`config.mk`:
```
export PLATFORM = sky130hd
export DESIGN_NAME = card_host_regs
export DESIGN_NICKNAME = d
export VERILOG_FILES = /design/src/rtl/card_regs_pkg.sv /design/src/rtl/creg_bus_fsm.sv /design/src/rtl/creg_tx_packer.sv /design/src/rtl/creg_rx_view.sv /design/src/rtl/card_host_regs.sv
export SDC_FILE = /design/constraint.sdc
export NUM_CORES = 1
export LEC_CHECK = 0
export BUFFER_PORTS_ARGS = -buffer_cell sky130_fd_sc_hd__buf_2
export CAP_MARGIN = 10
export CORE_MARGIN = 5
export CORE_UTILIZATION = 48
export CTS_CLUSTER_DIAMETER = 120
export DETAILED_ROUTE_END_ITERATION = 10
export MAX_ROUTING_LAYER = met4
export PLACE_DENSITY = 0.81
export RECOVER_POWER = 25
export SLEW_MARGIN = 10
export SYNTH_ARGS = -nofsm -noshare
export SYNTH_HDL_FRONTEND = slang
export SYNTH_SLANG_ARGS = --single-unit
```
`constraint.sdc`:
```
create_clock -name clk_i -period 2 [get_ports clk_i]
set_input_delay 0.1 -clock clk_i [delete_from_list [all_inputs] [get_ports clk_i]]
set_output_delay 0.1 -clock clk_i [all_outputs]
set_load 0.01 [all_outputs]
```
`src/rtl/card_regs_pkg.sv`:
```
package card_regs_pkg;

    // register word indices (byte offset / 4)
    localparam int IDX_DATA8  = 0;
    localparam int IDX_DATA16 = 1;
    localparam int IDX_DATA32 = 2;
    localparam int IDX_CTRL   = 3;
    localparam int IDX_STATUS = 4;
    localparam int IDX_CDIV   = 5;
    localparam int IDX_CARD   = 6;

    // writable control field and the order-select bit within it
    localparam int CTRL_LO   = 1;
    localparam int CTRL_HI   = 5;
    localparam int ORDER_BIT = 5;

    typedef enum logic [1:0] {
        SIZE_8  = 2'b00,
        SIZE_16 = 2'b01,
        SIZE_32 = 2'b10
    } xfer_size_t;

    typedef enum logic {
        BUS_IDLE = 1'b0,
        BUS_ACK  = 1'b1
    } bus_state_t;

endpackage

```
`src/rtl/creg_bus_fsm.sv`:
```
module creg_bus_fsm
    import card_regs_pkg::*;
(
    input  logic clk_i,
    input  logic rst_i,
    input  logic cyc_i,
    input  logic stb_i,
    output logic fire_o,
    output logic ack_o
);

    bus_state_t state_q;
    bus_state_t state_d;

    // state register
    always_ff @(posedge clk_i) begin
        if (rst_i) begin
            state_q <= BUS_IDLE;
        end else begin
            state_q <= state_d;
        end
    end

    // transitions: IDLE_TO_ACK on request, ACK_TO_IDLE always
    always_comb begin
        state_d = state_q;
        unique case (state_q)
            BUS_IDLE: if (cyc_i && stb_i) state_d = BUS_ACK;
            BUS_ACK:  state_d = BUS_IDLE;
            default:  state_d = BUS_IDLE;
        endcase
    end

    // outputs
    always_comb begin
        fire_o = 1'b0;
        ack_o  = 1'b0;
        unique case (state_q)
            BUS_IDLE: fire_o = cyc_i && stb_i;
            BUS_ACK:  ack_o  = 1'b1;
            default:  ack_o  = 1'b0;
        endcase
    end

endmodule

```
`src/rtl/creg_tx_packer.sv`:
```
module creg_tx_packer
    import card_regs_pkg::*;
#(
    parameter int DATA_W = 32
) (
    input  logic              swap_i,
    input  xfer_size_t        size_i,
    input  logic [DATA_W-1:0] din_i,
    output logic [DATA_W-1:0] word_o
);

    localparam int LANES = DATA_W / 8;

    logic [DATA_W-1:0] rev_full;
    logic [15:0]       half_sel;

    // full-width byte reversal
    for (genvar g = 0; g < LANES; g++) begin : g_rev
        assign rev_full[8*g +: 8] = din_i[DATA_W-8-8*g +: 8];
    end

    assign half_sel = swap_i ? {din_i[7:0], din_i[15:8]} : din_i[15:0];

    // left-justified packing, uncovered bits cleared
    always_comb begin
        word_o = '0;
        unique case (size_i)
            SIZE_8:  word_o[DATA_W-1 -: 8]  = din_i[7:0];
            SIZE_16: word_o[DATA_W-1 -: 16] = half_sel;
            SIZE_32: word_o = swap_i ? rev_full : din_i;
            default: word_o = '0;
        endcase
    end

endmodule

```
`src/rtl/creg_rx_view.sv`:
```
module creg_rx_view
    import card_regs_pkg::*;
#(
    parameter int DATA_W = 32,
    parameter int IDX_W  = 3,
    parameter int DIV_W  = 16
) (
    input  logic [IDX_W-1:0]   idx_i,
    input  logic               swap_i,
    input  logic [DATA_W-1:0]  rx_i,
    input  logic [DATA_W-1:0]  status_i,
    input  logic [DATA_W-1:0]  card_i,
    input  logic [DATA_W-1:0]  ctrl_i,
    input  logic [DIV_W-1:0]   cdiv_i,
    output logic [DATA_W-1:0]  word_o
);

    localparam int LANES = DATA_W / 8;

    logic [DATA_W-1:0] rev_full;
    logic [15:0]       half_sel;

    for (genvar g = 0; g < LANES; g++) begin : g_rev
        assign rev_full[8*g +: 8] = rx_i[DATA_W-8-8*g +: 8];
    end

    assign half_sel = swap_i ? {rx_i[7:0], rx_i[15:8]} : rx_i[15:0];

    // right-justified, zero-extended read view
    always_comb begin
        word_o = '0;
        if (idx_i == IDX_W'(IDX_DATA8)) begin
            word_o[7:0] = rx_i[7:0];
        end else if (idx_i == IDX_W'(IDX_DATA16)) begin
            word_o[15:0] = half_sel;
        end else if (idx_i == IDX_W'(IDX_DATA32)) begin
            word_o = swap_i ? rev_full : rx_i;
        end else if (idx_i == IDX_W'(IDX_CTRL)) begin
            word_o = ctrl_i;
        end else if (idx_i == IDX_W'(IDX_STATUS)) begin
            word_o = status_i;
        end else if (idx_i == IDX_W'(IDX_CDIV)) begin
            word_o[DIV_W-1:0] = cdiv_i;
        end else if (idx_i == IDX_W'(IDX_CARD)) begin
            word_o = card_i;
        end
    end

endmodule

```
`src/rtl/card_host_regs.sv`:
```
module card_host_regs
    import card_regs_pkg::*;
#(
    parameter int DATA_W = 32,
    parameter int ADR_W  = 5,
    parameter int DIV_W  = 16
) (
    input  logic              clk_i,
    input  logic              rst_i,
    input  logic              cyc_i,
    input  logic              stb_i,
    input  logic              we_i,
    input  logic [ADR_W-1:0]  adr_i,
    input  logic [DATA_W-1:0] dat_i,
    output logic [DATA_W-1:0] dat_o,
    output logic              ack_o,
    input  logic [DATA_W-1:0] rx_word_i,
    input  logic [DATA_W-1:0] status_i,
    input  logic [DATA_W-1:0] card_sense_i,
    output logic [DATA_W-1:0] ctrl_o,
    output logic [DIV_W-1:0]  clkdiv_o,
    output logic [DATA_W-1:0] tx_word_o,
    output logic              tx_load_o,
    output logic [1:0]        tx_size_o
);

    localparam int IDX_W  = ADR_W - 2;
    localparam int CTRL_W = CTRL_HI - CTRL_LO + 1;

    logic [IDX_W-1:0]  idx;
    logic              unused_adr_lsb;
    logic              fire;
    logic              swap;
    logic              is_data;
    xfer_size_t        size_sel;
    logic [DATA_W-1:0] packed_word;
    logic [DATA_W-1:0] read_word;

    logic [CTRL_W-1:0] ctrl_q;
    logic [DIV_W-1:0]  cdiv_q;
    logic [DATA_W-1:0] tx_q;
    logic              load_q;
    xfer_size_t        size_q;
    logic [DATA_W-1:0] rdat_q;

    assign idx            = adr_i[ADR_W-1:2];
    assign unused_adr_lsb = ^adr_i[1:0];

    always_comb begin
        ctrl_o = '0;
        ctrl_o[CTRL_HI:CTRL_LO] = ctrl_q;
    end

    // order bit 0 selects reversed bytes
    assign swap = ~ctrl_o[ORDER_BIT];

    always_comb begin
        is_data  = 1'b1;
        size_sel = SIZE_8;
        if (idx == IDX_W'(IDX_DATA16))      size_sel = SIZE_16;
        else if (idx == IDX_W'(IDX_DATA32)) size_sel = SIZE_32;
        else if (idx != IDX_W'(IDX_DATA8))  is_data  = 1'b0;
    end

    creg_bus_fsm u_fsm (
        .clk_i  (clk_i),
        .rst_i  (rst_i),
        .cyc_i  (cyc_i),
        .stb_i  (stb_i),
        .fire_o (fire),
        .ack_o  (ack_o)
    );

    creg_tx_packer #(.DATA_W(DATA_W)) u_pack (
        .swap_i (swap),
        .size_i (size_sel),
        .din_i  (dat_i),
        .word_o (packed_word)
    );

    creg_rx_view #(.DATA_W(DATA_W), .IDX_W(IDX_W), .DIV_W(DIV_W)) u_view (
        .idx_i    (idx),
        .swap_i   (swap),
        .rx_i     (rx_word_i),
        .status_i (status_i),
        .card_i   (card_sense_i),
        .ctrl_i   (ctrl_o),
        .cdiv_i   (cdiv_q),
        .word_o   (read_word)
    );

    always_ff @(posedge clk_i) begin
        if (rst_i) begin
            ctrl_q <= '0;
            cdiv_q <= '0;
            tx_q   <= '0;
            load_q <= 1'b0;
            size_q <= SIZE_8;
            rdat_q <= '0;
        end else begin
            load_q <= 1'b0;
            if (fire) begin
                rdat_q <= we_i ? '0 : read_word;
                if (we_i) begin
                    if (is_data) begin
                        tx_q   <= packed_word;
                        size_q <= size_sel;
                        load_q <= 1'b1;
                    end else if (idx == IDX_W'(IDX_CTRL)) begin
                        ctrl_q <= dat_i[CTRL_HI:CTRL_LO];
                    end else if (idx == IDX_W'(IDX_CDIV)) begin
                        cdiv_q <= dat_i[DIV_W-1:0];
                    end
                end
            end
        end
    end

    assign dat_o     = rdat_q;
    assign clkdiv_o  = cdiv_q;
    assign tx_word_o = tx_q;
    assign tx_load_o = load_q;
    assign tx_size_o = size_q;

endmodule

```
==> run summary, run 1 <==
Max Freq: 618 MHz
fin crit period: 1.62 ns
CTS-repair resized insts: 0
Ports: 254
# nets final: 988
routed vias/inst: 5.72
slew margin rel.: 62.8%
Final Hold Vio Count: 0
Tot GR Track Use: 28.0%
post-route ant nets: 0
synth cell count leaders: nand2_1, dfxtp_1, mux2_2, buf_4, o21ai_0
count leader, synth: nand2_1
Fin Setup TNS: 0 ns
post-DR wirelength/cell: 19.9 um
Critical Path Sink Type: register
cell taking the most area after synthesis: dfxtp_1
post-route clock period utilization: 81.0%
clock sinks: 89
Place WS: 0.281 ns
Skew-Pair Late Insertion Delay: 0.34 ns
Worst Path Arrival: 1.87 ns
fraction of layout cells with a size suffix above 1: 35.9%
setup violators final: 0
sequential fraction of the synthesis area: 32.1%
Routed WL: 19800 um
P_leak: 2.99 nW
Hold Buf Count CTS: 0
TritonRoute pass-1 iters: 5
Max VDD drop: 0.506 mV
Setup WS post-layout: 0.381 ns
initial core utilization: 48.9%
number of DRC markers in iteration 0: 516
status: finished clean
die width: 118 um
Clock Tree Root: clkbuf_16
P&R area growth vs syn: 24.2%
Yosys Warn Count: 0
Storage cell area: 1780 sq um
via count: 5705
Die Span Y: 118 um
Post-Syn Area: 5560 sq um
Final Slew Violations: 0
Area contributors post-synth: dfxtp_1, mux2_2, nand2_1
Avg Synthesized Cell Area: 8.64 sq um
CTS tree: yes
#FFs+latches synth: 89
Min Hold Slack: 0.0455 ns
post-synthesis cell type count: 61
vias in the first global route: 5694
Core ar.: 11400 sq um
Worst-Margin Slew: 0.555 ns
Post-synth top flop: dfxtp_1
Post-route DRC: 0
cell row count: 39
pwr/cell area: 603 nW/um^2
# fillers: 1093
Bufs on Longest Clock Path: 2
share of the synthesized area in the top cell type: 32.1%
HP Class: input port to register
critical path fanouts, max: 15
EDFF count, synth: 0
Post-synth ARST share: 0%
H-tree levels: 3
routability cong.: 0.891
initial antenna violation count: 1
Synth Instances: 643
clk slew on worst S/H paths: 0.07 ns
post-CTS setup buffer count: 0
RSZ-0062 raised after global routing: no
largest net degree at the start of global routing: 43
max-cap viol count: 0
DP HPWL: 15400 um
multi-input combinational cell area: 3340 sq um
die area: 13800 sq um
# port buffers: 224
Worst Setup Path Type: register to register
Required @ worst endpoint: 2.25 ns
CTS buffer count: 9
Remaining Overflow, GRT: 0
Worst Setup Start Kind: register
Clock Skew: 0.00500 ns
first-pass GRT wire length: 30600 um
[layer usage]
| metal | track usage [%] | vias up | wire length (um) | part of all wire [%] |
|---|---|---|---|---|
| met5 | - | - | 0 | 0 |
| met4 | 11.6 | 0 | 738 | 3.7 |
| met3 | 7.30 | 46 | 1800 | 9.1 |
| met2 | 44.9 | 329 | 9250 | 47 |
| met1 | 33.5 | 2634 | 8000 | 40 |
| li1 | - | 2696 | - | - |
[logic make-up after synthesis]
| logic type | count (synthesis) | share of synthesized area, % |
|---|---|---|
| flops | 89 | 32.1 |
| mux | 72 | 13.9 |
| buf+inv | 86 | 9.73 |
| simple gates | 207 | 19.2 |
| xor+xnor | 1 | 0.158 |
| compound gates | 187 | 24.9 |
| other cells | 1 | 0.0675 |
[layout by cell type (no fill, tap or decap), types with 5 or more instances in the layout]
master     synthesis  routed
buf_2             24     180
nand2_1          109     109
dfxtp_1           89      88
clkbuf_1          13      44
mux2_2            41      41
o21ai_0           32      32
mux2i_1           31      31
nor2_1            30      30
conb_1             1      27
a22oi_1           23      23
buf_4             35      23
nand2b_1          18      18
a21oi_1           17      17
a31oi_1           13      13
a21oi_2           11      11
a221oi_1          11      11
a22o_1            10      10
o211ai_1          10      10
nand3b_1          10      10
a22oi_2            9       9
clkbuf_16          0       9
nor2_2             8       8
a21boi_0           8       8
a32o_1             8       8
nor3_1             8       8
a32oi_1            7       7
o21ai_1            7       7
inv_1              5       5
a211oi_1           5       5
[state kept, by name (all words and copies together), names as in the netlist]
name,cells
dat_o,32
tx_word_o,32
clkdiv_o,16
ctrl_q,5
tx_size_o,2
tx_load_o,1
u_fsm.state_q,1
[power breakdown]
group / switching [mW] / internal (mW)
combinational: 0.423 / 0.302
clock: 0.721 / 0.904
sequential: 0.0157 / 1.80
total: 1.16 / 3.00
[metrics by stage]
step | util (%) | area [sq um] | instances | power (mW)
4_1_cts | 61.2 | 6950 | 996 | 4.19
5_1_grt | 60.7 | 6900 | 997 | 4.32
3_5_place_dp | 58.7 | 6680 | 982 | 2.57
3_3_place_gp | 58.7 | 6680 | 982 | 2.56
6_report | 60.7 | 6900 | 997 | 4.16
2_1_floorplan | - | 5660 | 669 | 2.30
[cell type report]
type	instances	share of cell area, %
flip-flops and latches	89	25.8
diodes	1	0.0363
well taps	143	2.59
clock buffers	11	3.66
multi-input cells	494	48.4
inverters	6	0.326
clock inverters	3	0.363
repair buffers	250	18.8
[worst max-delay path, stage by stage, from the launching register on]
cell	delay [ns]
dfxtp_1	0.33
nand3b_2	0.26
nor3_4	0.34
nand3_2	0.33
o21ai_0	0.27
[worst paths after layout]
kind	from	to	slack [ns]	cells after the start
setup / recovery	u_fsm.state_q	dat_o[29]	0.38	4
setup reg to reg	u_fsm.state_q	dat_o[29]	0.38	4
hold / removal	dat_i[13]	clkdiv_o[13]	0.05	3
hold reg to reg	dat_o[21]	dat_o[21]	0.46	2
(Power assumes the default switching activity.)
==> run 2, diff against run 1 <==
--- a/config.mk
+++ b/config.mk
@@ -5,6 +5,7 @@
 export SDC_FILE = /design/constraint.sdc
 export NUM_CORES = 1
 export LEC_CHECK = 0
+export ABC_AREA = 1
 export BUFFER_PORTS_ARGS = -buffer_cell sky130_fd_sc_hd__buf_2
 export CAP_MARGIN = 10
 export CORE_MARGIN = 5
==> constraint.sdc (replaced) <==
create_clock -name clk_i -period 1.6 [get_ports clk_i]
set_input_delay 0.08 -clock clk_i [delete_from_list [all_inputs] [get_ports clk_i]]
set_output_delay 0.08 -clock clk_i [all_outputs]
set_load 0.01 [all_outputs]
==> run 2 against run 1 <==
Sequential power increased by 25%. Via count rose by 16%. Synthesized cell count up 34%. Critical path depth increased by 3. Combinational power rose by 25%. Largest cell class unchanged. Global-route usage grew 2.9 points. Count of clock-buffer cells in the layout decreased by 2. Register-to-register slack worse by 0.32 ns.
==> run summary, run 2 <==
#FFs+latches synth: 89 (unchanged)
largest net degree at the start of global routing: 66 (+53%)
pwr/cell area: 766 nW/um^2 (+27%)
Int Pwr: 3.67 mW (+22%)
mux contribution to synthesized area: 0% (-14 points)
Core ar.: 11000 sq um (-3.4%)
Clk pwr share: 39.8% (+0.8 points)
routed vias/inst: 5.51 (-3.7%)
fin crit period: 1.53 ns (-0.0847 ns)
# fillers: 1110 (+1.6%)
Final Slew Violations: 0 (unchanged)
H-tree levels: 3 (unchanged)
Worst Setup Path Type: register to register
vias in the first global route: 6258 (+9.9%)
post-synthesis simple-gate area fraction: 32.3% (+13 points)
CTS buffer count: 9 (unchanged)
first-pass GRT wire length: 31500 um (+3.1%)
Post-synth top flop: dfxtp_1
commonest non-fill, non-tap cell in the layout: buf_2
Worst Path Arrival: 1.78 ns (-0.09 ns)
crit path cell chain: nor2_4 > nand2_2 > nor2_4 > nand2_2 > buf_12 > a211oi_1 > nor2_1
Place WS: 0.0486 ns (-0.233 ns)
Max VDD drop: 0.567 mV (+12%)
clock sinks: 89 (unchanged)
post-CTS setup buffer count: 0 (unchanged)
# port buffers: 224 (unchanged)
Post-route DRC: 0 (unchanged)
Critical Path Sink Type: register
share of the synthesized area in the top cell type: 32.7% (+0.67 points)
Skew-Pair Late Insertion Delay: 0.36 ns (+0.02 ns)
setup violators final: 0 (unchanged)
critical path fanouts, max: 10 (-5)
TritonRoute pass-1 iters: 5 (unchanged)
Worst Setup Start Kind: register
Required @ worst endpoint: 1.84 ns (-0.41 ns)
Post-Syn Area: 5440 sq um (-2.0%)
Comb power frac: 17.2% (-0.2 points)
max-cap viol count: 0 (unchanged)
Routed WL: 21100 um (+6.5%)
Compound-Gate Fraction of Synth Area: 22.0% (-2.9 points)
Tot GR Track Use: 30.9% (+2.9 points)
post-layout util: 62.7% (+2.0 points)
Remaining Overflow, GRT: 0 (unchanged)
die area: 13600 sq um (-1.9%)
fraction of layout cells with a size suffix above 1: 23.3% (-13 points)
die width: 116 um (-0.94%)
total power: 5.27 mW (+27%)
main combinational cell family by area after synthesis: simple AND/OR/NAND/NOR gates
initial core utilization: 49.6% (+0.68 points)
Final Hold Vio Count: 0 (unchanged)
post-synthesis cell type count: 31 (-49%)
XOR/XNOR Fraction of Synth Area: 0% (-0.16 points)
post-route ant nets: 0 (unchanged)
Max Freq: 652 MHz (+5.5%)
Synth Area in Adders: 0% (unchanged)
Clock Tree Root: clkbuf_16
Clock Skew: 0.0119 ns (+0.00687 ns)
Die Span Y: 116 um (-0.94%)
status: finished clean
commonest cells after routing, fill and taps aside: buf_2, nand2_1, a21oi_1, nor2_1, nand3_1
slowest CP cell: dfxtp_1
count leader, synth: nand2_1
via count: 6627 (+16%)
RSZ-0062 raised after global routing: yes
Switch Pwr: 1.60 mW (+38%)
clk slew on worst S/H paths: 0.08 ns (about the same)
Avg Synthesized Cell Area: 6.34 sq um (-27%)
Fin Setup TNS: 0 ns (unchanged)
EDFF count, synth: 0 (unchanged)
Min Hold Slack: 0.0436 ns (-0.00195 ns)
Synth Instances: 859 (+34%)
Setup WS post-layout: 0.0655 ns (-0.315 ns)
crit path buf inv count: 1 (+1)
Post-synth ARST share: 0% (unchanged)
synth cell count leaders: nand2_1, a21oi_1, nor2_1, nand3_1, dfxtp_1
cell taking the most area after synthesis: dfxtp_1
sequential share of power: 43.1% (-0.5 points)
initial antenna violation count: 1 (unchanged)
number of DRC markers in iteration 0: 486 (-5.8%)
CTS tree: yes
switch share: 30.3% (+2.5 points)
Area contributors post-synth: dfxtp_1, a21oi_1, nand2_1
Worst path max stage delay: 0.34 ns (about the same)
Yosys Warn Count: 0 (unchanged)
sequential fraction of the synthesis area: 32.7% (+0.67 points)
post-route clock period utilization: 95.9% (+15 points)
Top delay family on crit path: simple AND/OR/NAND/NOR gates
HP Class: input port to register
DP HPWL: 16200 um (+5.0%)
P_leak: 3.15 nW (+5.3%)
# nets final: 1195 (+21%)
P&R area growth vs syn: 26.4%
cell row count: 38 (-2.6%)
Bufs on Longest Clock Path: 2 (unchanged)
routability cong.: 0.950 (+6.6%)
Ports: 254 (unchanged)
post-DR wirelength/cell: 17.5 um (-12%)
run 2: per-stage QoR:
step | cell area, sq um | cells
2_1_floorplan | 5540 | 885
3_3_place_gp | 6630 | 1185
3_5_place_dp | 6630 | 1185
4_1_cts | 6930 | 1202
5_1_grt | 6880 | 1203
6_report | 6880 | 1203
run 2: final cells by class:
type	count	area (sq um)	share of cell area, %
Multi-Input combinational cell	650	3060	44.4
Sequential cell	89	1780	25.9
Timing Repair Buffer	249	1360	19.8
Clock buffer	9	225	3.27
Inverter	58	220	3.20
Tap cell	140	175	2.54
Clock inverter	7	61.3	0.891
Antenna cell	1	2.50	0.0364
run 2: cells by family (layout without fill, tap and decap cells):
| logic type | Yosys count | in the layout |
|---|---|---|
| compound gates | 227 | 227 |
| buf+inv | 146 | 323 |
| flops | 89 | 89 |
| other cells | 1 | 28 |
| simple gates | 396 | 396 |
run 2: timing repair:
| item | 4_1_cts | 5_1_grt |
|---|---|---|
| endpoints found under the hold margin | 1 | 0 |
| hold buffers | 1 | 0 |
| resized for setup | 0 | 3 |
| setup endpoints to repair | 0 | 10 |
run 2: tightest hold or removal path, stage by stage:
cell and delay (ns):
buf_2 0.09, o211ai_1 0.08, a21oi_1 0.11
run 2: final timing paths:
kind / from / end / slack [ns] / depth (start not counted)
max: u_fsm.state_q / tx_word_o[21] / 0.07 / 7
min: dat_i[24] / tx_word_o[0] / 0.04 / 3
max reg2reg: u_fsm.state_q / tx_word_o[21] / 0.07 / 7
min reg2reg: tx_size_o[0] / tx_size_o[0] / 0.46 / 2
run 2: power groups by stage:
stage	clock network (mW)	registers (mW)	logic, mW
finish	2.10	2.27	0.905
global route	2.22	2.27	0.993
CTS	2.11	2.27	0.895
detailed placement	0	2.32	0.887
global placement	0	2.32	0.880
floorplan	0	2.34	0.528
run 2: layer usage:
layer / up-vias / share of wire, % / global-route usage, %
met1: 2987 / 39 / 36.1
met3: 62 / 9.6 / 5.54
met4: 0 / 3.8 / 13.5
met2: 360 / 48 / 51.9
li1: 3218 / - / -
met5: - / 0 / -
